### config.mk
export PLATFORM = sky130hd
export DESIGN_NAME = pio_clock_calc
export DESIGN_NICKNAME = d
export VERILOG_FILES = /design/src/rtl/pio_calc_pkg.sv /design/src/rtl/pio_calc_div.sv /design/src/rtl/pio_calc_ctrl.sv /design/src/rtl/pio_calc_dp.sv /design/src/rtl/pio_clock_calc.sv
export SDC_FILE = /design/constraint.sdc
export NUM_CORES = 1
export LEC_CHECK = 0
export BUFFER_PORTS_ARGS = -buffer_cell sky130_fd_sc_hd__buf_2
export CELL_PAD_IN_SITES_DETAIL_PLACEMENT = 0
export CELL_PAD_IN_SITES_GLOBAL_PLACEMENT = 2
export CORE_ASPECT_RATIO = 1.5
export CORE_MARGIN = 2
export CORE_UTILIZATION = 35
export DETAILED_ROUTE_END_ITERATION = 10
export MAX_ROUTING_LAYER = met4
export PLACE_DENSITY = 0.76
export SETUP_SLACK_MARGIN = 0.5
export SYNTH_ARGS = -nofsm -noshare
export SYNTH_HDL_FRONTEND = slang
export SYNTH_SLANG_ARGS = --single-unit
### constraint.sdc
create_clock -name clk -period 11.3 [get_ports clk]
set_clock_uncertainty 0.15 [all_clocks]
set_input_delay 1.13 -clock clk [delete_from_list [all_inputs] [get_ports clk]]
set_output_delay 1.13 -clock clk [all_outputs]
set_load 0.02 [all_outputs]
### src/rtl/pio_calc_pkg.sv
package pio_calc_pkg;
  localparam int STEP_W    = 3;
  localparam int LAST_STEP = 4;
  localparam int CNT_W     = 5;
  localparam int ACT_MIN   = 2;
  localparam int REC_MIN   = 2;
  localparam int REC_LIMIT = 17;
  localparam int CNT_MAX   = 16;

  typedef struct packed {
    logic load;
    logic divGo;
    logic capture;
    logic finish;
  } ctl_strobe_t;
endpackage

### src/rtl/pio_calc_div.sv
module pio_calc_div #(
  parameter int W = 11,
  localparam int BC_W = $clog2(W + 1)
) (
  input  logic         clk,
  input  logic         rstN,
  input  logic         go,
  input  logic [W-1:0] num,
  input  logic [W-1:0] den,
  output logic         done,
  output logic [W-1:0] quot,
  output logic [W-1:0] rem
);
  logic [W-1:0]    quoR, remR, denR;
  logic [BC_W-1:0] bitsLeft;
  logic            running;
  logic [W:0]      shifted;
  logic [W-1:0]    diffW;
  logic            fits;

  assign shifted = {remR, quoR[W-1]};
  assign fits    = shifted >= {1'b0, denR};
  assign diffW   = shifted[W-1:0] - denR;

  always_ff @(posedge clk) begin
    if (!rstN) begin
      quoR     <= '0;
      remR     <= '0;
      denR     <= '0;
      bitsLeft <= '0;
      running  <= 1'b0;
      done     <= 1'b0;
    end else if (go) begin
      quoR     <= num;
      remR     <= '0;
      denR     <= den;
      bitsLeft <= BC_W'(W);
      running  <= 1'b1;
      done     <= 1'b0;
    end else if (running) begin
      quoR     <= {quoR[W-2:0], fits};
      remR     <= fits ? diffW : shifted[W-1:0];
      bitsLeft <= bitsLeft - 1'b1;
      if (bitsLeft == BC_W'(1)) begin
        running <= 1'b0;
        done    <= 1'b1;
      end
    end else begin
      done <= 1'b0;
    end
  end

  assign quot = quoR;
  assign rem  = remR;
endmodule

### src/rtl/pio_calc_ctrl.sv
module pio_calc_ctrl
  import pio_calc_pkg::*;
(
  input  logic              clk,
  input  logic              rstN,
  input  logic              start,
  input  logic              divDone,
  output ctl_strobe_t       strobes,
  output logic [STEP_W-1:0] step,
  output logic              busy,
  output logic              done
);
  typedef enum logic [1:0] {S_IDLE, S_KICK, S_WAIT, S_FIN} state_t;
  state_t state, stateNext;

  always_comb begin
    strobes   = '0;
    stateNext = state;
    case (state)
      S_IDLE: if (start) begin
        strobes.load = 1'b1;
        stateNext    = S_KICK;
      end
      S_KICK: begin
        strobes.divGo = 1'b1;
        stateNext     = S_WAIT;
      end
      S_WAIT: if (divDone) begin
        strobes.capture = 1'b1;
        stateNext       = (step == STEP_W'(LAST_STEP)) ? S_FIN : S_KICK;
      end
      default: begin
        strobes.finish = 1'b1;
        stateNext      = S_IDLE;
      end
    endcase
  end

  always_ff @(posedge clk) begin
    if (!rstN) begin
      state <= S_IDLE;
      step  <= '0;
      done  <= 1'b0;
    end else begin
      state <= stateNext;
      done  <= strobes.finish;
      if (strobes.load)
        step <= '0;
      else if (strobes.capture && step != STEP_W'(LAST_STEP))
        step <= step + 1'b1;
    end
  end

  assign busy = (state != S_IDLE);
endmodule

### src/rtl/pio_calc_dp.sv
module pio_calc_dp
  import pio_calc_pkg::*;
#(
  parameter int TIME_W        = 11,
  parameter int MHZ_W         = 8,
  parameter int DEF_LOCAL_MHZ = 50,
  parameter int DEF_PCI_MHZ   = 33,
  localparam int DW    = (TIME_W > 10) ? TIME_W : 10,
  localparam int SET_W = DW + 1
) (
  input  logic              clk,
  input  logic              rstN,
  input  ctl_strobe_t       strobes,
  input  logic [STEP_W-1:0] step,
  input  logic [TIME_W-1:0] setupNs,
  input  logic [TIME_W-1:0] activeNs,
  input  logic [TIME_W-1:0] cycleNs,
  input  logic [MHZ_W-1:0]  busMhz,
  input  logic              localBus,
  input  logic [1:0]        revCode,
  output logic              divDone,
  output logic [SET_W-1:0]  setupCnt,
  output logic [CNT_W-1:0]  activeCnt,
  output logic [CNT_W-1:0]  recoveryCnt
);
  localparam int CW = DW + 3;
  localparam logic [DW-1:0] NS_PER_US = DW'(1000);

  logic [TIME_W-1:0] setNs, actNs, cycNs, recNs;
  logic [TIME_W:0]   saSum;
  logic [MHZ_W-1:0]  mhzIn, mhzEff;
  logic [1:0]        rev;
  logic [DW-1:0]     periodReg, num, den, quot, rem;
  logic [SET_W-1:0]  ceilVal, setC, actC, recC, cycC;
  logic [CW-1:0]     aFin, rFin, sumSA, recAlt;

  assign mhzIn = (busMhz == '0) ? (localBus ? MHZ_W'(DEF_LOCAL_MHZ) : MHZ_W'(DEF_PCI_MHZ))
                                : busMhz;
  assign saSum = {1'b0, setNs} + {1'b0, actNs};
  assign recNs = ({1'b0, cycNs} > saSum) ? TIME_W'({1'b0, cycNs} - saSum) : '0;

  always_comb begin
    case (step)
      STEP_W'(0): num = NS_PER_US;
      STEP_W'(1): num = DW'(setNs);
      STEP_W'(2): num = DW'(actNs);
      STEP_W'(3): num = DW'(recNs);
      default:    num = DW'(cycNs);
    endcase
    den = (step == '0) ? DW'(mhzEff) : periodReg;
  end

  pio_calc_div #(.W(DW)) u_div (
    .clk  (clk),
    .rstN (rstN),
    .go   (strobes.divGo),
    .num  (num),
    .den  (den),
    .done (divDone),
    .quot (quot),
    .rem  (rem)
  );

  assign ceilVal = {1'b0, quot} + SET_W'(rem != '0);

  always_comb begin
    aFin   = (CW'(actC) < CW'(ACT_MIN)) ? CW'(ACT_MIN) : CW'(actC);
    sumSA  = CW'(setC) + aFin;
    recAlt = (CW'(cycC) > sumSA) ? CW'(cycC) - sumSA : '0;
    rFin   = (CW'(recC) > recAlt) ? CW'(recC) : recAlt;
    if (rFin < CW'(REC_MIN)) rFin = CW'(REC_MIN);
    if (rFin > CW'(REC_LIMIT)) begin
      aFin = aFin + rFin - CW'(REC_LIMIT);
      rFin = CW'(REC_LIMIT);
    end
    if (aFin > CW'(CNT_MAX)) aFin = CW'(CNT_MAX);
    if (rev > 2'd1) rFin = rFin - CW'(1);
    if (rFin > CW'(CNT_MAX)) rFin = CW'(CNT_MAX);
  end

  always_ff @(posedge clk) begin
    if (!rstN) begin
      setNs       <= '0;
      actNs       <= '0;
      cycNs       <= '0;
      mhzEff      <= '0;
      rev         <= '0;
      periodReg   <= '0;
      setC        <= '0;
      actC        <= '0;
      recC        <= '0;
      cycC        <= '0;
      setupCnt    <= '0;
      activeCnt   <= '0;
      recoveryCnt <= '0;
    end else begin
      if (strobes.load) begin
        setNs  <= setupNs;
        actNs  <= activeNs;
        cycNs  <= cycleNs;
        mhzEff <= mhzIn;
        rev    <= revCode;
      end
      if (strobes.capture) begin
        case (step)
          STEP_W'(0): periodReg <= (quot == '0) ? DW'(1) : quot;
          STEP_W'(1): setC <= ceilVal;
          STEP_W'(2): actC <= ceilVal;
          STEP_W'(3): recC <= ceilVal;
          default:    cycC <= ceilVal;
        endcase
      end
      if (strobes.finish) begin
        setupCnt    <= setC;
        activeCnt   <= aFin[CNT_W-1:0];
        recoveryCnt <= rFin[CNT_W-1:0];
      end
    end
  end
endmodule

### src/rtl/pio_clock_calc.sv
module pio_clock_calc
  import pio_calc_pkg::*;
#(
  parameter int TIME_W        = 11,
  parameter int MHZ_W         = 8,
  parameter int DEF_LOCAL_MHZ = 50,
  parameter int DEF_PCI_MHZ   = 33,
  localparam int DW    = (TIME_W > 10) ? TIME_W : 10,
  localparam int SET_W = DW + 1
) (
  input  logic              clk,
  input  logic              rstN,
  input  logic              start,
  input  logic [TIME_W-1:0] setupNs,
  input  logic [TIME_W-1:0] activeNs,
  input  logic [TIME_W-1:0] cycleNs,
  input  logic [MHZ_W-1:0]  busMhz,
  input  logic              localBus,
  input  logic [1:0]        revCode,
  output logic              busy,
  output logic              done,
  output logic [SET_W-1:0]  setupCnt,
  output logic [4:0]        activeCnt,
  output logic [4:0]        recoveryCnt
);
  ctl_strobe_t       strobes;
  logic [STEP_W-1:0] step;
  logic              divDone;

  pio_calc_ctrl u_ctrl (
    .clk     (clk),
    .rstN    (rstN),
    .start   (start),
    .divDone (divDone),
    .strobes (strobes),
    .step    (step),
    .busy    (busy),
    .done    (done)
  );

  pio_calc_dp #(
    .TIME_W        (TIME_W),
    .MHZ_W         (MHZ_W),
    .DEF_LOCAL_MHZ (DEF_LOCAL_MHZ),
    .DEF_PCI_MHZ   (DEF_PCI_MHZ)
  ) u_dp (
    .clk         (clk),
    .rstN        (rstN),
    .strobes     (strobes),
    .step        (step),
    .setupNs     (setupNs),
    .activeNs    (activeNs),
    .cycleNs     (cycleNs),
    .busMhz      (busMhz),
    .localBus    (localBus),
    .revCode     (revCode),
    .divDone     (divDone),
    .setupCnt    (setupCnt),
    .activeCnt   (activeCnt),
    .recoveryCnt (recoveryCnt)
  );
endmodule

== Yosys cells after proc, flatten, opt, wreduce, memory -nomap -nowiden ==
Cells that the tools add are included.
W data, S select, Z words.
Storage, ports and cells
  bits in read-only memories: 0
  RAM bits: 0
  output and inout port bits: 24
  bits in latches: 0
  memories kept: 0
  register bits: 169
Cells by class
  bitwise operators: 3
  eq/ne operators: 10
  divide/modulo/power cells: 0
  multiplexer cells: 33
  reduce and logical (&&, ||, !) cells: 19
  magnitude comparators: 10
  $mul: 0
  $add $sub $neg: 11
  shift-type cells: 0
Operators with widths (number)
  $mux W14: 6
  $mux W11: 6
  $pmux W11 S4: 1
  $gt A14 B5 Y1 const B: 3
  $gt A12 B14 Y1: 2
  $sub A11 B11 Y11: 2
  $mux W5: 3
  $add A12 B14 Y14: 1
  $add A14 B14 Y14: 1
  $lt A14 B2 Y1 const B: 1
  $sub A12 B14 Y14: 1
  $sub A14 B1 Y14 const B: 1
  $sub A14 B5 Y14 const B: 1
  $add A11 B1 Y12: 1
  $add A11 B11 Y12: 1
  $ge A12 B11 Y1: 1
  $gt A11 B12 Y1: 1
  $lt A12 B2 Y1 const B: 1
  $mux W12: 1
  $reduce_and A2 Y1: 6
  $logic_not A11 Y1: 1
  $reduce_bool A11 Y1: 1
  $mux W1: 9
  $logic_not A8 Y1: 1
  24 further kinds: 33

== Logic depth before layout (Yosys ltp) ==
  word-level depth: 15
  depth in mapped cells: 49

== Cells and area by module ==
A second synthesis with hierarchy kept.
Unflattened totals
  cells, all modules: 1392
  area, all modules: 11793.8 um^2
Modules (own cells, without submodules)
  pio_calc_dp: cells each 1091, area an instance 9196.3 um^2, instances 1
  pio_calc_div: cells each 266, area an instance 2273.4 um^2, instances 1
  pio_calc_ctrl: cells each 35, area an instance 324.1 um^2, instances 1

== Worst setup path before layout ==
No wires, ideal clock.
  kind: register -> register
  from: register u_dp.actC[2]
  to: register u_dp.activeCnt[1]
  cell stages (with the launch flop): 48
  arrival time: 10013 ps
  path slack: 1025 ps
  buffers on the path: 1
  period minus slack after synthesis: 10275 ps
  cell sequence: dfxtp_1 -> nor3_1 -> and4_1 -> or2_2 -> ha_1 -> a21o_1 -> maj3_1 -> a21o_1 -> a21oi_1 -> nor2b_1 -> o21a_1 -> o21a_1 -> o21a_1 -> o41ai_1 -> xor2_1 -> ha_1 -> o21ai_0 -> a21oi_1 -> [12 not listed] -> or4_1 -> nand2b_1 -> inv_1 -> ha_1 -> inv_1 -> ha_1 -> fa_1 -> a21o_1 -> a21oi_1 -> o21ai_0 -> o41ai_1 -> nor3b_1 -> o211a_1 -> nor3_1 -> o311ai_0 -> o311ai_4 -> a21oi_2 -> a2111oi_1
On the way
  word-level cells in the longest chain between the ends: 14
  elaborated cells between the ends (all ways): 16
  those cells by class: add/sub: 4; order compare: 6; mux: 6
RTL lines
  from (decl): RTL line pio_calc_dp.sv:34  | logic [SET_W-1:0] ceilVal, setC, actC, recC, cycC;
  from (signal assigned): RTL line pio_calc_dp.sv:108  | STEP_W'(2): actC <= ceilVal;
  $lt A12 B2 Y1: RTL line pio_calc_dp.sv:67  | aFin = (CW'(actC) < CW'(ACT_MIN)) ? CW'(ACT_MIN) : CW'(actC);
  $mux W12 *: RTL line pio_calc_dp.sv:67
  $add A12 B14 Y14: RTL line pio_calc_dp.sv:68  | sumSA = CW'(setC) + aFin;
  $sub A12 B14 Y14 or $gt A12 B14 Y1 (tied branches): RTL line pio_calc_dp.sv:69  | recAlt = (CW'(cycC) > sumSA) ? CW'(cycC) - sumSA : '0;
  $mux W14: RTL line pio_calc_dp.sv:69
  $gt A12 B14 Y1: RTL line pio_calc_dp.sv:70  | rFin = (CW'(recC) > recAlt) ? CW'(recC) : recAlt;
  $mux W14: RTL line pio_calc_dp.sv:70
  $lt A14 B2 Y1: RTL line pio_calc_dp.sv:71  | if (rFin < CW'(REC_MIN)) rFin = CW'(REC_MIN);
  $mux W14: RTL line pio_calc_dp.sv:71
  $add A14 B14 Y14: RTL line pio_calc_dp.sv:73  | aFin = aFin + rFin - CW'(REC_LIMIT);
  $sub A14 B5 Y14: RTL line pio_calc_dp.sv:73
  $mux W14 *: RTL line pio_calc_dp.sv:72  | if (rFin > CW'(REC_LIMIT)) begin
  $gt A14 B5 Y1: RTL line pio_calc_dp.sv:76  | if (aFin > CW'(CNT_MAX)) aFin = CW'(CNT_MAX);
  $mux W5 *: RTL line pio_calc_dp.sv:76
  to (signal assigned): RTL line pio_calc_dp.sv:115  | activeCnt <= aFin[CNT_W-1:0];
  to (decl): RTL line pio_calc_dp.sv:23  | output logic [CNT_W-1:0] activeCnt,
Every way passes the cells marked *; elsewhere a longest branch is shown, timed or not.
A chain may end at the register's enable or synchronous reset.

== Worst setup path in the final report ==
  from: register u_dp.actC[4]
  to: register u_dp.activeCnt[1]
Same word-level chain as after synthesis.

==> impl_metrics.ini <==
[grt]
antenna_found_initial = 0
grt_usage_pct = 21.3
grt_first_pass_wirelength_um = 53900
grt_start_max_net_pins = 71
grt_pass1_vias = 10032
globalRoute.totalOverflow = 0

[cells_and_area]
final_common_cell = nand2_1
final_area_mm2 = 0.0129
fin_util_pct = 40.5
areaGrowthSynthToFinish_pct = 14.4
nets = 1627
layout.cells.non_filler = 1893
final_cell_mix = 190 x nand2_1, 168 x dfxtp_1, 138 x nor2_1, 116 x a21oi_1, 102 x ha_1
antenna_cells = 0
drive_above_1_share_pct = 13.1

[logic_synthesis]
syn_area_mm2 = 0.0113
synthXorXnorAreaFrac_pct = 3.65
async_reset_ff_share_pct = 0
synth_fa_ha_area_share_pct = 12.8
ys_seq_area_share_pct = 29.8
synth_edf_count = 0
synthesis.instances = 1421
synth_top_family_by_area = compound AO/OA/AOI/OAI gates
ys_ff_latch = 168
synth_compound_area_share_pct = 24.7
syn_avg_cell_area_um2 = 7.94
synth_ff_type = dfxtp_1
synth-simple-area-share_pct = 20.0
synth_mux_area_share_pct = 3.23
ys_types = 86
yosys_warnings = 0

[sta]
period_needed_ns = 10.29
setup_violations = 0
max_freq_ghz = 0.0972
maxSlewViolCount = 0
relSlewSlack_pct = 32.4
tightest_slew_ns = 1.01
finalHoldViolations = 0
fin_hold_ws_ns = 0.304
fin_crit_sh_pct = 91.1
grt_setup_unrepaired = no

[pwr]
p_leak_uw = 0.00511
vdd_drop_max_uv = 74.9
power.density_mw_per_mm2 = 118

[setup_path]
slowest_stage = a211oi_1
critPathKind = reg2reg
cp_slowest_stage_delay_ns = 0.69
path_delay_family = compound AO/OA/AOI/OAI gates
cp-end-kind = register
crit_buf_inv = 6
cp.required_ns = 11.51
worstPathMaxFanout = 7
cpMostUsedCell = ha_1
crit_arrival_ns = 10.50
critPathLaunchType = register

[floorplan]
die_w_um = 151
ios = 71
coreArea_mm2 = 0.0318
die_y_um = 224
design.die.area_mm2 = 0.0337
core.rowCount = 80
start_util_pct = 35.4

[routing]
viasPerCell = 5.35
initialDrtViolationCount = 386
drtAntennaViolNets = 0
drcViolationCount = 0
vias = 10127
routed_wl_um = 33900
firstDrtPassIters = 5
routedWlPerCell_um = 17.9

[place]
hpwl_um = 26400
dp.cells = 1856
port_buffers = 69
dpl_cell_area_mm2 = 0.0121
globalplace.congestion = 0.910

[cts]
cts_sinks = 168
clkTransAtPathRegs_ns = 0.07
cts_tree = built
cts_root_buffer = clkbuf_16
h-tree-depth = 4
worstSkewPairLatency_ns = 0.46
holdBufCountCts = 0
cts_buffers = 17
cts_buffer_depth = 2

[run_status]
status = completed

[job]
cap_viol_max_count = 0

[min_path]
holdCritPathClass = reg2reg
==> metal layers <==
layer,wire (um),vias up,track usage (%)
li1,-,5159,-
met1,13500,4741,22.5
met2,18500,174,39.3
met3,863,53,3.08
met4,1080,0,8.02
met5,0,-,-
==> stage by stage <==
stage                     setup TNS [ns]  power (uW)  setup slack, ns
after CTS                              0        1540            0.538
after detailed placement          -0.254         911           -0.149
after global routing                   0        1600            0.491
after global placement                 0         910           0.0197
after floorplan                        0         835             1.02
final                                  0        1520             1.01
==> registers in the layout (all words and copies together), names as in the netlist, 2 cells and up <==
register / count
u_dp.u_div.quot: 11
u_ctrl.state: 2
u_dp.periodReg: 11
u_dp.actNs: 11
u_dp.setNs: 11
u_ctrl.step: 3
u_dp.setC: 12
u_dp.actC: 12
u_dp.recC: 12
u_dp.recoveryCnt: 5
u_dp.u_div.bitsLeft: 4
u_dp.u_div.rem: 11
u_dp.activeCnt: 5
u_dp.cycNs: 11
u_dp.setupCnt: 12
u_dp.u_div.denR: 11
u_dp.cycC: 12
u_dp.mhzEff: 8
==> logic make-up (layout without fill, tap and decap cells) <==
group	Yosys count	after routing
AND/OR/NAND/NOR	495	495
AO/OA/AOI/OAI	393	393
flip-flops	168	168
adder cells (fa/ha/maj)	112	112
multiplexers	36	36
XOR/XNOR	47	47
buffers and inverters	169	229
other	1	3
==> tightest hold or removal path: cells and delay by family (launching register included) <==
family / cells / cell delay (ns)
AOI/OAI and AO/OA: 1 / 0.05
DFF: 1 / 0.31
and+or+nand+nor: 1 / 0.05
==> where the power goes <==
group          switching [uW]  leakage, uW  internal (uW)  total [uW]
combinational             150      0.00344            102         253
clock                     253     0.000305            377         630
sequential               27.9      0.00136            614         642
total                     431      0.00511           1090        1520
==> Yosys cell counts, types with 8 or more instances <==
cell type	number	share of area, %
mux2i_1	33	2.9
a21oi_1	120	5.3
nand4_1	13	0.72
a22oi_1	16	1.1
o31a_1	9	0.70
a21o_1	16	1.1
or3_1	8	0.44
clkbuf_1	70	2.3
nand2b_1	18	1.0
a211oi_1	57	3.8
o21ai_0	44	2.0
xor2_1	21	1.6
nand2_1	190	6.3
a221oi_1	10	0.78
o211ai_1	8	0.53
o21a_1	12	0.80
nor2_1	139	4.6
nor2b_1	11	0.61
inv_1	90	3.0
nand3_1	29	1.3
dfxtp_1	168	30
a21boi_0	10	0.67
nor3_1	34	1.5
xnor2_1	26	2.0
ha_1	104	12
==> cell type report <==
type,instances,area [um^2]
Sequential cell,168,3360
Inverter,91,344
Multi-Input combinational cell,1086,7430
Fill cell,3364,18900
Clock buffer,22,494
Timing Repair Buffer,106,623
Tap cell,410,513
Clock inverter,10,140
==> worst paths after layout <==
path,startpoint,endpoint,slack (ns),cells past startpoint
worst max-delay path,u_dp.actC[4]$_SDFFE_PN0P_,u_dp.activeCnt[1]$_SDFFE_PN0P_,1.01,46
worst max register to register,u_dp.actC[4]$_SDFFE_PN0P_,u_dp.activeCnt[1]$_SDFFE_PN0P_,1.01,46
worst min register to register,u_dp.setupCnt[0]$_SDFFE_PN0P_,u_dp.setupCnt[0]$_SDFFE_PN0P_,0.30,2
worst min-delay path,u_dp.setupCnt[0]$_SDFFE_PN0P_,u_dp.setupCnt[0]$_SDFFE_PN0P_,0.30,2
==> repair_timing <==
item                       in CTS  in global routing
pin swaps                       2                 11
setup endpoints to repair       5                  5
buffers inserted                2                  3
gates resized for setup         7                 23
(Power assumes the default switching activity.)
